==> src/rtl/rxq_pkg.sv <==
package rxq_pkg;
  localparam int unsigned REG_W = 16;

  localparam logic [2:0] A_DATA = 3'd0;
  localparam logic [2:0] A_FLAG = 3'd1;
  localparam logic [2:0] A_LVL  = 3'd2;
  localparam logic [2:0] A_MASK = 3'd3;
  localparam logic [2:0] A_RAW  = 3'd4;
  localparam logic [2:0] A_MIS  = 3'd5;
  localparam logic [2:0] A_CLR  = 3'd6;

  localparam int unsigned B_RX    = 4;
  localparam int unsigned B_TO    = 6;
  localparam int unsigned F_OVR   = 3;
  localparam int unsigned F_EMPTY = 4;
  localparam int unsigned F_FULL  = 5;

  localparam logic [2:0] LVL_RESET = 3'd2;

  // Fill threshold in eighths of the queue depth for a level code.
  function automatic int unsigned lvl_eighths(logic [2:0] code);
    case (code)
      3'd0:    return 1;
      3'd1:    return 2;
      3'd2:    return 4;
      3'd3:    return 6;
      default: return 7;
    endcase
  endfunction

  function automatic int unsigned lvl_threshold(logic [2:0] code, int unsigned depth);
    return (depth * lvl_eighths(code)) / 8;
  endfunction
endpackage

==> src/rtl/rxq_store.sv <==
module rxq_store #(
  parameter int unsigned DEPTH = 16,
  parameter int unsigned DW    = 8,
  localparam int unsigned AW   = $clog2(DEPTH),
  localparam int unsigned CW   = $clog2(DEPTH + 1)
) (
  input  logic          clk,
  input  logic          rst_n,
  input  logic          wr_req,
  input  logic [DW-1:0] din,
  input  logic          rd_req,
  output logic [DW-1:0] dout,
  output logic [CW-1:0] fill,
  output logic          empty,
  output logic          full,
  output logic          wr_ok,
  output logic          wr_drop
);
  logic [DW-1:0] mem [DEPTH];
  logic [AW-1:0] wp, rp;
  logic          rd_ok;

  assign empty   = (fill == '0);
  assign full    = (fill == CW'(DEPTH));
  assign rd_ok   = rd_req && !empty;
  assign wr_ok   = wr_req && (!full || rd_ok);
  assign wr_drop = wr_req && !wr_ok;
  assign dout    = empty ? '0 : mem[rp];

  function automatic logic [AW-1:0] bump(logic [AW-1:0] p);
    return (p == AW'(DEPTH - 1)) ? '0 : p + 1'b1;
  endfunction

  always_ff @(posedge clk) begin
    if (wr_ok) mem[wp] <= din;
  end

  always_ff @(posedge clk) begin
    if (!rst_n) begin
      wp   <= '0;
      rp   <= '0;
      fill <= '0;
    end else begin
      if (wr_ok) wp <= bump(wp);
      if (rd_ok) rp <= bump(rp);
      case ({wr_ok, rd_ok})
        2'b10:   fill <= fill + 1'b1;
        2'b01:   fill <= fill - 1'b1;
        default: fill <= fill;
      endcase
    end
  end
endmodule

==> src/rtl/rxq_idle_timer.sv <==
module rxq_idle_timer #(
  parameter int unsigned TO_BITS = 32,
  localparam int unsigned TW     = $clog2(TO_BITS + 1)
) (
  input  logic          clk,
  input  logic          rst_n,
  input  logic          bit_tick,
  input  logic          restart,
  input  logic          armed,
  output logic          fire,
  output logic [TW-1:0] idle
);
  // Saturates at TO_BITS so one quiet stretch yields a single event.
  assign fire = armed && !restart && bit_tick && (idle == TW'(TO_BITS - 1));

  always_ff @(posedge clk) begin
    if (!rst_n)                    idle <= '0;
    else if (restart || !armed)    idle <= '0;
    else if (bit_tick && idle != TW'(TO_BITS)) idle <= idle + 1'b1;
  end
endmodule

==> src/rtl/rxq_csr.sv <==
module rxq_csr
  import rxq_pkg::*;
#(
  parameter int unsigned DEPTH = 16,
  parameter int unsigned DW    = 8,
  localparam int unsigned CW   = $clog2(DEPTH + 1)
) (
  input  logic             clk,
  input  logic             rst_n,
  input  logic [2:0]       reg_addr,
  input  logic             reg_wr,
  input  logic [REG_W-1:0] reg_wdata,
  input  logic [DW-1:0]    head,
  input  logic [CW-1:0]    fill,
  input  logic             empty,
  input  logic             full,
  input  logic             drop,
  input  logic             to_fire,
  output logic [REG_W-1:0] reg_rdata,
  output logic             lvl_hit,
  output logic             raw_rx,
  output logic             raw_to,
  output logic             mask_rx,
  output logic             mask_to,
  output logic             ovr,
  output logic             irq
);
  logic [2:0]       lvl_code;
  logic [CW-1:0]    thr;
  logic             clr_rx, clr_to;
  logic [REG_W-1:0] raw_vec, mask_vec, flag_vec;

  assign thr     = CW'(lvl_threshold(lvl_code, DEPTH));
  assign lvl_hit = (fill >= thr);
  assign clr_rx  = reg_wr && (reg_addr == A_CLR) && reg_wdata[B_RX];
  assign clr_to  = reg_wr && (reg_addr == A_CLR) && reg_wdata[B_TO];

  always_ff @(posedge clk) begin
    if (!rst_n) begin
      lvl_code <= LVL_RESET;
      mask_rx  <= 1'b0;
      mask_to  <= 1'b0;
      raw_rx   <= 1'b0;
      raw_to   <= 1'b0;
      ovr      <= 1'b0;
    end else begin
      if (reg_wr && reg_addr == A_LVL) lvl_code <= reg_wdata[2:0];
      if (reg_wr && reg_addr == A_MASK) begin
        mask_rx <= reg_wdata[B_RX];
        mask_to <= reg_wdata[B_TO];
      end
      raw_rx <= lvl_hit || (raw_rx && !clr_rx);
      if (empty)        raw_to <= 1'b0;
      else if (to_fire) raw_to <= 1'b1;
      else if (clr_to)  raw_to <= 1'b0;
      if (drop)                                ovr <= 1'b1;
      else if (reg_wr && reg_addr == A_FLAG)   ovr <= 1'b0;
    end
  end

  always_comb begin
    raw_vec        = '0;
    raw_vec[B_RX]  = raw_rx;
    raw_vec[B_TO]  = raw_to;
    mask_vec       = '0;
    mask_vec[B_RX] = mask_rx;
    mask_vec[B_TO] = mask_to;
    flag_vec          = '0;
    flag_vec[F_OVR]   = ovr;
    flag_vec[F_EMPTY] = empty;
    flag_vec[F_FULL]  = full;
  end

  assign irq = |(raw_vec & mask_vec);

  always_comb begin
    case (reg_addr)
      A_DATA:  reg_rdata = {{(REG_W - DW){1'b0}}, head};
      A_FLAG:  reg_rdata = flag_vec;
      A_LVL:   reg_rdata = {{(REG_W - 3){1'b0}}, lvl_code};
      A_MASK:  reg_rdata = mask_vec;
      A_RAW:   reg_rdata = raw_vec;
      A_MIS:   reg_rdata = raw_vec & mask_vec;
      default: reg_rdata = '0;
    endcase
  end
endmodule

==> src/rtl/rxq_irq_ctrl.sv <==
module rxq_irq_ctrl
  import rxq_pkg::*;
#(
  parameter int unsigned DEPTH   = 16,
  parameter int unsigned DW      = 8,
  parameter int unsigned TO_BITS = 32,
  localparam int unsigned CW     = $clog2(DEPTH + 1),
  localparam int unsigned TW     = $clog2(TO_BITS + 1)
) (
  input  logic          clk,
  input  logic          rst_n,
  input  logic          rx_valid,
  input  logic [DW-1:0] rx_byte,
  input  logic          bit_tick,
  input  logic [2:0]    reg_addr,
  input  logic          reg_wr,
  input  logic          reg_rd,
  input  logic [15:0]   reg_wdata,
  output logic [15:0]   reg_rdata,
  output logic          irq
);
  logic [DW-1:0] head_w;
  logic [CW-1:0] fill_w;
  logic [TW-1:0] idle_w;
  logic empty_w, full_w, pop_w, push_ok_w, drop_w, fire_w;
  logic lvl_hit_w, raw_rx_w, raw_to_w, mask_rx_w, mask_to_w, ovr_w;

  assign pop_w = reg_rd && (reg_addr == A_DATA);

  rxq_store #(.DEPTH(DEPTH), .DW(DW)) u_store (
    .clk(clk), .rst_n(rst_n), .wr_req(rx_valid), .din(rx_byte), .rd_req(pop_w),
    .dout(head_w), .fill(fill_w), .empty(empty_w), .full(full_w),
    .wr_ok(push_ok_w), .wr_drop(drop_w)
  );

  rxq_idle_timer #(.TO_BITS(TO_BITS)) u_timer (
    .clk(clk), .rst_n(rst_n), .bit_tick(bit_tick), .restart(push_ok_w),
    .armed(!empty_w), .fire(fire_w), .idle(idle_w)
  );

  rxq_csr #(.DEPTH(DEPTH), .DW(DW)) u_csr (
    .clk(clk), .rst_n(rst_n), .reg_addr(reg_addr), .reg_wr(reg_wr),
    .reg_wdata(reg_wdata), .head(head_w), .fill(fill_w), .empty(empty_w),
    .full(full_w), .drop(drop_w), .to_fire(fire_w), .reg_rdata(reg_rdata),
    .lvl_hit(lvl_hit_w), .raw_rx(raw_rx_w), .raw_to(raw_to_w),
    .mask_rx(mask_rx_w), .mask_to(mask_to_w), .ovr(ovr_w), .irq(irq)
  );
endmodule

==> config.mk <==
export PLATFORM = sky130hd
export DESIGN_NAME = rxq_irq_ctrl
export DESIGN_NICKNAME = d
export VERILOG_FILES = /design/src/rtl/rxq_pkg.sv /design/src/rtl/rxq_store.sv /design/src/rtl/rxq_idle_timer.sv /design/src/rtl/rxq_csr.sv /design/src/rtl/rxq_irq_ctrl.sv
export SDC_FILE = /design/constraint.sdc
export NUM_CORES = 1
export LEC_CHECK = 0
export BUFFER_PORTS_ARGS = -buffer_cell sky130_fd_sc_hd__buf_2
export CAP_MARGIN = 15
export CORE_MARGIN = 4
export CORE_UTILIZATION = 36
export CTS_CLUSTER_SIZE = 16
export DETAILED_ROUTE_END_ITERATION = 7
export GPL_ROUTABILITY_DRIVEN = 0
export GPL_TIMING_DRIVEN = 0
export SYNTH_ARGS = -nofsm -noshare
export SYNTH_HDL_FRONTEND = slang
export SYNTH_SLANG_ARGS = --single-unit
==> constraint.sdc <==
create_clock -name clk -period 3.7 [get_ports clk]
set_input_delay 0.185 -clock clk [delete_from_list [all_inputs] [get_ports clk]]
set_output_delay 0.185 -clock clk [all_outputs]
set_load 0.005 [all_outputs]
=== Yosys cells after proc, flatten, opt, wreduce, memory -nomap -nowiden ===
Memory sizes are Yosys's and may differ from the RTL's. A register that Yosys moved wholly into a read port is not among the register bits.
Cells that the tools add are included.

* Bitwise gates (word level): 2
* $add $sub $neg: 5
* Magnitude comparators: 1
* Reduce and logical (&&, ||, !) cells: 31
* Equal/unequal tests: 16
* Mux-type cells: 14

{| class="wikitable"
|+ Operators with widths
! cell !! count
|-
| case mux 16 bit (6 select lines) || 1
|-
| two-way mux 4 bit || 4
|-
| OR reduction 16 bit || 1
|-
| logical AND 1 bit || 15
|-
| == test 3 x 2 -> 1 bit (second input constant) || 4
|-
| case mux 3 bit (4 select lines) || 1
|-
| case mux 5 bit (2 select lines) || 1
|-
| == test 3 bit (second input constant) || 3
|-
| adder 4 x 1 -> 4 bit (second input constant) || 2
|-
| == test 4 bit (second input constant) || 2
|-
| two-way mux 8 bit || 1
|-
| AND 7 bit || 1
|-
| adder 6 x 1 -> 6 bit (second input constant) || 1
|-
| == test 3 x 1 -> 1 bit (second input constant) || 2
|-
| == test 6 x 5 -> 1 bit (second input constant) || 1
|-
| zero test 3 bit || 2
|-
| two-way mux 1 bit || 6
|-
| inequality test 6 bit (second input constant) || 1
|-
| nonzero test 2 bit || 3
|-
| adder 5 x 1 -> 5 bit (second input constant) || 1
|-
| == test 5 bit (second input constant) || 1
|-
| >= comparator 5 x 4 -> 1 bit || 1
|-
| zero test 5 bit || 1
|-
| subtractor 5 x 1 -> 5 bit (second input constant) || 1
|-
| other kinds (6) || 12
|}

* Word-level logic and storage cells: 80
* Input bits: 33
* Memory bits (writable): 128
* Register bits after elaboration: 27
* Output and inout port bits: 17
* Memories kept: 1

{| class="wikitable"
|+ Memories
! memory !! words !! width !! rd ports !! clocked after Yosys merged registers in !! write ports !! line !! RTL
|-
| u_store.mem || 16 || 8 || 1 || 1 || 1 || rxq_store.sv:19 || <nowiki>logic [DW-1:0] mem [DEPTH];</nowiki>
|}

=== Logic depth before layout (Yosys ltp) ===
* Depth after elaboration: 10
* Mapped depth: 11
* Depth with buffers taken out: 9

=== Hierarchy ===
From an unflattened synthesis, not the netlist that was laid out.

* Cell total of the unflattened synthesis: 456
* Area, all modules: 6962.9 um^2

{| class="wikitable"
|+ By module, submodules not included
! module !! instances !! area each (um^2) !! cells an instance !! sequential area each (um^2)
|-
| rxq_store || 1 || 5929.4 || 335 || 4184.0
|-
| rxq_csr || 1 || 678.2 || 82 || 160.2
|-
| rxq_idle_timer || 1 || 336.6 || 37 || 120.1
|-
| rxq_irq_ctrl || 1 || 18.8 || 2 || 0.0
|}

=== Worst setup path after synthesis ===
No wires, ideal clock.

* Path kind: input-to-reg
* From: in reg_addr[1]
* To: reg u_store.fill[4]
* Arrival time: 2589 ps
* Setup time: 120 ps
* Path buffers: 2
* Data required time: 3580 ps
* Slack: 991 ps
* Stages: 11
* Path through: buf_6 -> or4b_4 -> buf_6 -> a211oi_2 -> inv_1 -> fa_1 -> nand2b_1 -> a21oi_1 -> or3_1 -> a21oi_1 -> o31a_1

* Longest elaborated chain between the ends: 7
* Elaborated cells between the ends (all ways): 9
* Those cells by class: eq/ne (2); mux (1); reduce/logical (6)

{| class="wikitable"
|+ Ends and longest elaborated chain
! item !! line !! RTL
|-
| from (decl) || rxq_irq_ctrl.sv:15 || <nowiki>input logic [2:0] reg_addr,</nowiki>
|-
| zero test 3 bit (*) || rxq_irq_ctrl.sv:28 || <nowiki>assign pop_w = reg_rd && (reg_addr == A_DATA);</nowiki>
|-
| logical AND 1 bit (*) || rxq_irq_ctrl.sv:28 ||
|-
| logical AND 1 bit (*) || rxq_store.sv:25 || <nowiki>assign rd_ok = rd_req && !empty;</nowiki>
|-
| logical OR 1 bit || rxq_store.sv:26 || <nowiki>assign wr_ok = wr_req && (!full || rd_ok);</nowiki>
|-
| logical AND 1 bit || rxq_store.sv:26 ||
|-
| == test 2 x 1 -> 1 bit / == test 2 bit (equally long branches) || rxq_store.sv:46 || <nowiki>case ({wr_ok, rd_ok})</nowiki>
|-
| case mux 5 bit (2 select lines) / nonzero test 2 bit (equally long branches) || -- ||
|-
| to (signal assigned) || rxq_store.sv:47 || <nowiki>2'b10: fill <= fill + 1'b1;</nowiki>
|-
| to (signal assigned) || rxq_store.sv:48 || <nowiki>2'b01: fill <= fill - 1'b1;</nowiki>
|-
| to (signal assigned) || rxq_store.sv:49 || <nowiki>default: fill <= fill;</nowiki>
|-
| to (decl) || rxq_store.sv:13 || <nowiki>output logic [CW-1:0] fill,</nowiki>
|}

Every way passes the cells marked *; elsewhere a longest branch is shown, timed or not.
A chain may end at the register's enable or synchronous reset.

==> metrics.cfg <==
[status]
outcome=complete, no violations

[timing]
max_slew_margin=0.3486
min_period_ns=3.008
finalCritPeriodShare=0.8129
slew_violations=0
worst_pin_slew_ns=0.9734
setup-violations-final=0
max_freq_mhz=332.5
hold_violations=0
whs_ns=0.04427
setup_tns_ns=0
fin_skew_ns=0.01123
rsz0062_at_grt=no

[die]
die_area_um2=21090
die_x_um=145.2
io_pins=50
start_util=0.3710
dieHeight_um=145.2
num_rows=49
fp.coreArea_um2=18270

[layout]
final_common_cell=edfxtp_1
num-fill-cells=1629
syn_to_final_growth_pct=15.28
stdcell_area_um2=7815
final_cell_mix=edfxtp_1 (128), nor2_1 (35), buf_2 (33)
drive_gt1_frac=0.2460
fin_nets=534
antenna_cells=0

[power]
power.total_mw=3.732
powerDensity_nw_per_um2=477.5
clockPowerShare=0.425
p_sw_mw=0.8395
seq_power_share=0.527
swShare=0.2249
peakVddDrop_v=0.0002522
combPwrFrac=0.048
p_int_mw=2.893
p_leak_nw=2.604

[worst_hold_path]
hold_depth=3
hold_path_class=in -> reg

[worst_setup_path]
endpoint_kind=output pin
worstRegToRegCells=10
worstPathArrival_ns=2.82
crit_type=reg -> out
required_ns=3.51
crit_fanout=10
setup.worst_path.start_class=flip-flop

[detailed_routing]
routed_via_density=5.150
drc=0
postRouteWirelength_um=14070
first_iter_violations=178
ant_nets=0
avgRoutedWirePerCell_um=19.30
drtPass1Iterations=4
num_vias=3754

[clock_tree]
cts_root_buffer=clkbuf_16
clock_sinks=159
cts_tree=yes
htree_levels=4
clock_path_buffers=2
cts_made_buffers=17
clkSlewWorstSetupHoldPaths_ns=0.06
clk_latency_ns=0.42

[yosys]
netlist-cell-type-count=52
synth.avg_cell_area_um2=15.80
synthesis.area_um2=6779
synth-seq-area-share=0.6585
syn_inst=429
async_flop_share=0
synth-edff-count=128
ys.flop_type=edfxtp_1
ys_ff_latch=159
synth_top_cell_by_area=edfxtp_1
netlist_top_cells_area=edfxtp_1 (57%), mux4_2 (11%), dfxtp_1 (9.2%)
ys_warn_count=0
synth_top_area_frac=0.5670

[grt]
grt_pass1_wl_um=22500
gr-total-overflow=0
grt_start_max_net_pins=17
antenna_found_initial=0
grt_pass1_vias=3961
grt_use_total=0.1403

[placed_design]
placed_area_um2=7254
port_buffers=28
hpwl_um=9650

[job]
cap_violations=0

## registers in the layout (all words and copies together), names as in the netlist, named ones only
name	flops
u_csr.mask_to	1
u_csr.ovr	1
u_csr.raw_to	1
u_store.mem	128
u_csr.raw_rx	1
u_csr.lvl_code	3
u_timer.idle	6
u_store.rp	4
u_store.fill	5
u_csr.mask_rx	1
u_store.wp	4
## worst paths after layout
kind | endpoint | startpoint | slack (ns)
worst max register to register | u_store.fill[4] | u_store.fill[4] | 0.84
worst max-delay path | reg_rdata[3] | flip-flop | 0.69
worst min-delay path | u_csr.mask_to | reg_wdata[6] | 0.04
worst min register to register | u_csr.ovr | u_csr.ovr | 0.48
## logic make-up (layout without fill, tap and decap cells)
logic type / after synthesis / count (layout) / share of synthesized area
other: 1 / 8 / 0.0005532
and+or+nand+nor: 111 / 111 / 0.08453
adders and majority gates: 14 / 14 / 0.02695
muxes: 55 / 55 / 0.1417
buffers and inverters: 36 / 100 / 0.02787
DFF: 159 / 159 / 0.6585
AOI/OAI and AO/OA: 44 / 44 / 0.04818
xor gates and xnor gates: 9 / 9 / 0.01163
## power groups by stage
stage                     sequential [mW]  combinational (mW)  clock, mW
after detailed placement             2.00               0.179          0
after global routing                 1.97               0.202       1.71
after floorplan                      2.00               0.109          0
after CTS                            1.97               0.182       1.63
after global placement               2.00               0.171          0
final                                1.97               0.180       1.59
## metrics by stage
stage | util | worst slack, ns | std cells
6_report | 0.4278 | 0.6921 | 729
5_1_grt | 0.4278 | 0.5579 | 729
4_1_cts | 0.4278 | 0.6497 | 729
3_5_place_dp | 0.3971 | 0.5829 | 695
3_3_place_gp | 0.3958 | 0.4156 | 693
2_1_floorplan | - | 0.9908 | 436
## worst max-delay path, cell delays in order (launching register included)
cell and delay, ns:
dfxtp_1 0.31, clkbuf_1 0.39, clkbuf_1 0.69, mux2i_1 0.48
nor2_1 0.09, a221o_1 0.29, buf_2 0.14
## synthesized netlist by cell type (all sizes together), types with 2 or more instances
| master | n |
|---|---|
| nor2 | 35 |
| mux2 | 8 |
| a21boi | 4 |
| dfxtp | 31 |
| xor2 | 4 |
| o2111ai | 2 |
| and2 | 5 |
| xnor2 | 5 |
| a221o | 4 |
| mux4 | 32 |
| clkbuf | 11 |
| nand2b | 7 |
| edfxtp | 128 |
| nor4b | 2 |
| mux2i | 15 |
| a32oi | 2 |
| nand4 | 3 |
| nor3b | 2 |
| inv | 9 |
| buf | 16 |
| ha | 13 |
| a211oi | 2 |
| and3 | 3 |
| o21ai | 6 |
| nor2b | 11 |
| a21oi | 10 |
| nor3 | 5 |
| a31oi | 5 |
| nand2 | 23 |
| nand3 | 10 |
## timing repair
action / 4_1_cts / 5_1_grt
setup buffers: 0 / 0
hold buffers: 2 / 0
hold endpoints to repair: 2 / 0
gates resized for setup: 0 / 0
## routing by layer
metal / part of all wire / track usage
met3: 0.067 / 0.05051
met2: 0.50 / 0.2351
met4: 0.013 / 0.04938
met5: 0 / 0
met1: 0.42 / 0.1681
## layout make-up
| class | instances | area, um^2 | area share |
|---|---|---|---|
| flip-flops and latches | 159 | 4464 | 0.5712 |
| multi-input cells | 241 | 2162 | 0.2767 |
| clock buffers | 18 | 429.2 | 0.05492 |
| well taps | 229 | 286.5 | 0.03666 |
| repair buffers | 32 | 172.7 | 0.02209 |
| plain buffers | 27 | 155.1 | 0.01985 |
| clock inverters | 14 | 111.4 | 0.01425 |
| inverters | 9 | 33.78 | 0.004323 |
Power figures use the tool's default switching activity.
